<file path="src/rtl/chbank_dbg_ctrl.sv">
module chbank_dbg_ctrl #(
  parameter int N_CH   = 4,
  parameter int LUT_AW = 4,
  parameter int LUT_DW = 8,
  parameter int HIS_AW = 4,
  parameter int HIS_DW = 8,
  parameter int FREQ_W = 12
) (
  input  logic                     clk_i,
  input  logic                     rst_i,
  input  logic                     hold_req_i,
  output logic                     hold_ack_o,
  input  logic                     eng_idle_i,
  output logic                     eng_halt_o,
  input  logic                     sel_next_i,
  output logic                     sel_last_o,
  input  logic                     dbg_cal_i,
  input  logic [LUT_AW-1:0]        dbg_lut_addr_i,
  output logic [LUT_DW-1:0]        dbg_lut_q_o,
  input  logic [HIS_AW-1:0]        dbg_his_addr_i,
  output logic [HIS_DW-1:0]        dbg_his_q_o,
  input  logic                     dbg_oc_go_i,
  output logic                     dbg_oc_rdy_o,
  output logic [FREQ_W-1:0]        dbg_freq_o,
  output logic [FREQ_W-1:0]        dbg_sfreq_o,
  output logic [N_CH-1:0]          ch_calsel_o,
  output logic [LUT_AW-1:0]        ch_lut_addr_o,
  input  logic [N_CH*LUT_DW-1:0]   ch_lut_data_i,
  output logic [HIS_AW-1:0]        ch_his_addr_o,
  input  logic [N_CH*HIS_DW-1:0]   ch_his_data_i,
  output logic [N_CH-1:0]          ch_oc_start_o,
  input  logic [N_CH-1:0]          ch_oc_busy_i,
  input  logic [N_CH*FREQ_W-1:0]   ch_freq_i,
  input  logic [N_CH*FREQ_W-1:0]   ch_sfreq_i
);
  localparam int CW = (N_CH > 1) ? $clog2(N_CH) : 1;
  localparam logic [CW-1:0] LAST = CW'(N_CH - 1);

  logic          ack_q;
  logic [CW-1:0] cur_q;
  logic [N_CH-1:0] cur_oh;

  assign hold_ack_o = ack_q;
  assign eng_halt_o = hold_req_i;
  assign sel_last_o = (cur_q == LAST);
  assign cur_oh     = N_CH'(1) << cur_q;

  always_ff @(posedge clk_i) begin
    if (rst_i || !hold_req_i) ack_q <= 1'b0;
    else if (eng_idle_i)      ack_q <= 1'b1;
  end

  always_ff @(posedge clk_i) begin
    if (rst_i || !ack_q)  cur_q <= '0;
    else if (sel_next_i)  cur_q <= sel_last_o ? '0 : cur_q + CW'(1);
  end

  assign ch_lut_addr_o = ack_q ? dbg_lut_addr_i : '0;
  assign ch_his_addr_o = ack_q ? dbg_his_addr_i : '0;

  always_ff @(posedge clk_i) begin
    if (rst_i) begin
      dbg_lut_q_o <= '0;
      dbg_his_q_o <= '0;
    end else if (ack_q) begin
      dbg_lut_q_o <= ch_lut_data_i[cur_q*LUT_DW +: LUT_DW];
      dbg_his_q_o <= ch_his_data_i[cur_q*HIS_DW +: HIS_DW];
    end
  end

  assign ch_calsel_o   = (ack_q && dbg_cal_i) ? cur_oh : '0;
  assign dbg_oc_rdy_o  = !ch_oc_busy_i[cur_q];
  assign ch_oc_start_o = (ack_q && dbg_oc_go_i && dbg_oc_rdy_o) ? cur_oh : '0;
  assign dbg_freq_o    = dbg_oc_rdy_o ? ch_freq_i[cur_q*FREQ_W +: FREQ_W] : '0;
  assign dbg_sfreq_o   = ch_sfreq_i[cur_q*FREQ_W +: FREQ_W];
endmodule

</file>
<file path="config.mk">
export PLATFORM = sky130hd
export DESIGN_NAME = chbank_dbg_ctrl
export DESIGN_NICKNAME = d
export VERILOG_FILES = /design/src/rtl/chbank_dbg_ctrl.sv
export SDC_FILE = /design/constraint.sdc
export NUM_CORES = 1
export LEC_CHECK = 0
export ABC_AREA = 1
export BUFFER_PORTS_ARGS = -buffer_cell sky130_fd_sc_hd__clkbuf_2
export CAP_MARGIN = 20
export CORE_AREA = 2 2 94 96
export CTS_BUF_LIST = sky130_fd_sc_hd__clkbuf_8
export DETAILED_ROUTE_END_ITERATION = 8
export DIE_AREA = 0 0 96 98
export GPL_TIMING_DRIVEN = 0
export SLEW_MARGIN = 20
export SYNTH_ARGS = -nofsm -noshare
export SYNTH_HDL_FRONTEND = slang
export SYNTH_SLANG_ARGS = --single-unit
</file>
<file path="constraint.sdc">
create_clock -name clk_i -period 2.1 [get_ports clk_i]
set_clock_uncertainty 0.15 [all_clocks]
set_input_delay 0.315 -clock clk_i [delete_from_list [all_inputs] [get_ports clk_i]]
set_output_delay 0.315 -clock clk_i [all_outputs]
set_load 0.1 [all_outputs]
</file>
==> summary.md <==
| Metric | Value |
|---|---|
| Max-capacitance violation count | `0` |
| Chip Width | `between 90 and 100 µm` |
| Global-route wire length before repair | `17.7 mm` |
| Part of the Yosys area used for sequential elements | `17.1%` |
| Most frequent cell after synthesis | `nand2_1` |
| Area of the mapped netlist | `2220 µm²` |
| Yosys warnings | `0` |
| Dominant cell type by area after synthesis | `nand2_1` |
| Post-Synthesis Net Count | `603` |
| Static leakage power | `2.42 nW` |
| Clock buffers created by TritonCTS | `3` |
| Crit. End Element | `primary output` |
| Filler cell count in the final layout | `831` |
| Maximum fanout count along the critical path | `6` |
| Inserted Diodes | `0` |
| Routability congestion estimate | `0.890` |
| Library cell contributing the largest single delay on the critical path | `dfxtp_4` |
| Critical Path Start Type | `flop` |
| Number of global-route vias before repair | `roughly 3.7k` |
| Number of enable flip-flop cells after synthesis | `0` |
| Core ar. | `between 8000 and 9000 µm²` |
| Remaining global-route overflow | `0` |
| Vias per cell | `between 4 and 5` |
| First-pass DRT Iterations | `4` |
| Syn_area_per_cell | `5.28 µm²` |
| DR DRC count | `0` |
| Y dimension of the die | `98 µm` |
| Insertion delay of the later-clocked pin in the worst-skew pair | `260 ps` |
| Storage cell area | `389 µm²` |
| Share of the cycle needed by the critical path after routing | `99.6%` |
| Most used standard cells in the synthesized netlist | `nand2_1 (155), o21ai_0 (56), nor2_1 (47), nand3_1 (33), inv_1 (26)` |
| Cells after DPL | `766` |
| Total die area | `9410 µm²` |
| Number of standard cells in the final layout excluding fillers | `between 700 and 800` |
| Worst Path Class, Setup | `flop to primary output` |
| Maximum vdd ir drop | `0.000178 V` |
| Min-delay worst type | `input port to flop` |
| Largest cells by area after synthesis | `nand2_1 (26%), dfxtp_1 (17%), o21ai_0 (13%)` |
| Buffer cell driving the clock tree root | `clkbuf_8` |
| Post-Synthesis Cells | `420` |
| Nets@finish | `855` |
| Clock transition at path regs | `70 ps` |
| Kind of cell adding the most delay to the critical path | `buffers and inverters` |
| Overall global routing resource usage | `23.6%` |
| Quantity of I/O buffers inserted on ports | `238` |
| Number of setup violations in the final report | `0` |
| Number of slew-limit violations in the final report | `0` |
| Final Total Pwr | `1.70 mW` |
| Prevailing post-synth register cell | `dfxtp_1` |
| Placed wire-length estimate after detailed placement | `8.92 mm` |
| Number of top-level pins | `239` |
| F_max | `about 480 MHz` |
| Count of cell types in the netlist | `18` |
| Fraction of layout cells with a size suffix above 1 | `53.9%` |
| Setup repair after global routing missed its margin | `yes` |
| Share of flip-flops with an asynchronous set or reset | `0%` |
| Critical path's largest stage delay | `390 ps` |
| Longest Clk Path Bufs | `2` |
| Pin count of the biggest net entering global routing | `12` |
| Most frequent cell on the critical path | `nand2_1` |
| Hold-fix buffers, CTS | `0` |
| Req. time, crit path | `about 1600 ps` |
| Arrival time at the worst endpoint | `1630 ps` |
| Post-synthesis sequential element count | `19` |
| Area grow syn2layout | `114%` |
| Relative max-transition margin | `just over 60%` |
| Clock tree from TritonCTS | `done` |
| Actual slew at the worst max-slew pin | `around 570 ps` |
| Drt first-iter violations | `approximately 100` |
| Number of hold violations in the final report | `0` |
| Sum of routed wire length over all layers | `between 10 and 15 mm` |
| Std cell rows | `34` |
| Final min period | `2090 ps` |
| Level count of the clock H-tree | `1` |
| Number of antenna violations at the first check in global routing | `0` |
| Antenna-violating nets left | `0` |
| Run status | `finished clean` |
| Power density of the placed cells | `roughly 360 nW/µm²` |
| Vias after detailed routing | `3,748` |
| Yosys top cell area share | `26.2%` |
| Initial standard-cell utilization of the core | `26.2%` |
| Average routed wire per standard cell | `between 15 and 20 µm` |
| Clock sink count | `19` |
| Area of the multi-input gates | `roughly 1900 µm²` |
| Count of buffering cells on the critical path with inverters included | `5` |
| Cell breakdown of the critical path | `inv_4, buf_12, clkbuf_16, nand2_1, nand2_1, nand2_1, o21ai_1, nand2_2, clkinvlp_4, clkbuf_16` |
[stage by stage]
stage | util [%] | area [µm²] | setup TNS [ps] | hold WS [ps] | setup WS [ps]
finish | 56.0 | 4740 | 0 | 68.6 | 8.29
global route | 56.0 | 4740 | -636 | 57.5 | -97.3
CTS | 52.2 | 4420 | -5.92 | 64.1 | -5.72
detailed placement | 45.4 | 3840 | -3680 | 344 | -199
global placement | 45.4 | 3840 | -2780 | 335 | -148
floorplan | - | 2520 | -130 | 228 | -65.2
[per-layer routing]
| metal | share of wire (%) | track usage, % | routed length (µm) |
|---|---|---|---|
| met4 | 1.5 | 5.82 | 172 |
| met2 | 52 | 43.9 | 6190 |
| met3 | 6.7 | 3.01 | 788 |
| met5 | 0 | 0 | 0 |
| met1 | 39 | 27.8 | 4650 |
[placed cells by master, fill, tap and decap left out, drive strengths merged]
| cell | instances |
|---|---|
| nand3 | 34 |
| a211oi | 1 |
| o22ai | 12 |
| buf | 51 |
| clkbuf | 234 |
| nor2 | 47 |
| a21oi | 18 |
| dfxtp | 19 |
| clkinv | 1 |
| o21ai | 65 |
| inv | 11 |
| ha | 4 |
| clkinvlp | 17 |
| nand2 | 157 |
[area by class of cell]
cell class	count	share of cell area (%)
Sequential cell	19	8.20
Clock inverter	1	0.106
Buffer	35	6.88
Clock buffer	3	0.870
Inverter	28	3.72
Multi-Input combinational cell	338	39.1
Timing Repair Buffer	247	38.3
Tap cell	108	2.85
[state kept, by name (all words and copies together), names as in the netlist]
signal	cells
dbg_his_q_o	8
cur_q	2
dbg_lut_q_o	8
hold_ack_o	1
[worst reg2reg max path, delay by kind of cell, from the launching register on]
kind	cells	cell delay (ps)
simple gates	2	270
compound gates	1	80
buf+inv	2	560
flops	1	350
[logic make-up after synthesis]
kind of cell             Yosys count  share of synthesized area (%)
buffers and inverters             63                           15.6
adder cells (fa/ha/maj)            4                           2.25
AND/OR/NAND/NOR                  238                           42.6
AO/OA/AOI/OAI                     96                           22.4
flip-flops                        19                           17.1
[path summary, 6_finish.rpt]
check | startpoint | to | slack [ps] | cells past startpoint
worst max-delay path | cur_q[0]$_SDFFE_PP0P_ | dbg_freq_o[6] | 8 | 10
worst min register to register | dbg_lut_q_o[7]$_SDFFE_PP0P_ | dbg_lut_q_o[7]$_SDFFE_PP0P_ | 380 | 2
worst max register to register | cur_q[1]$_SDFFE_PP0P_ | dbg_his_q_o[4]$_SDFFE_PP0P_ | 570 | 5
worst min-delay path | rst_i | hold_ack_o$_SDFFE_PP0P_ | 70 | 2
[where the power goes]
group          internal, mW  switching [mW]
logic                 0.373           0.681
clock network         0.132           0.125
registers             0.378          0.0104
[what timing repair did]
item | CTS | global route
buffers inserted | 1 | 5
gates cloned | 0 | 3
pin swaps | 1 | 8
gates resized for setup | 124 | 88
endpoints found under the setup margin | 41 | 38
No activity file was read; power rests on OpenSTA's default activity.
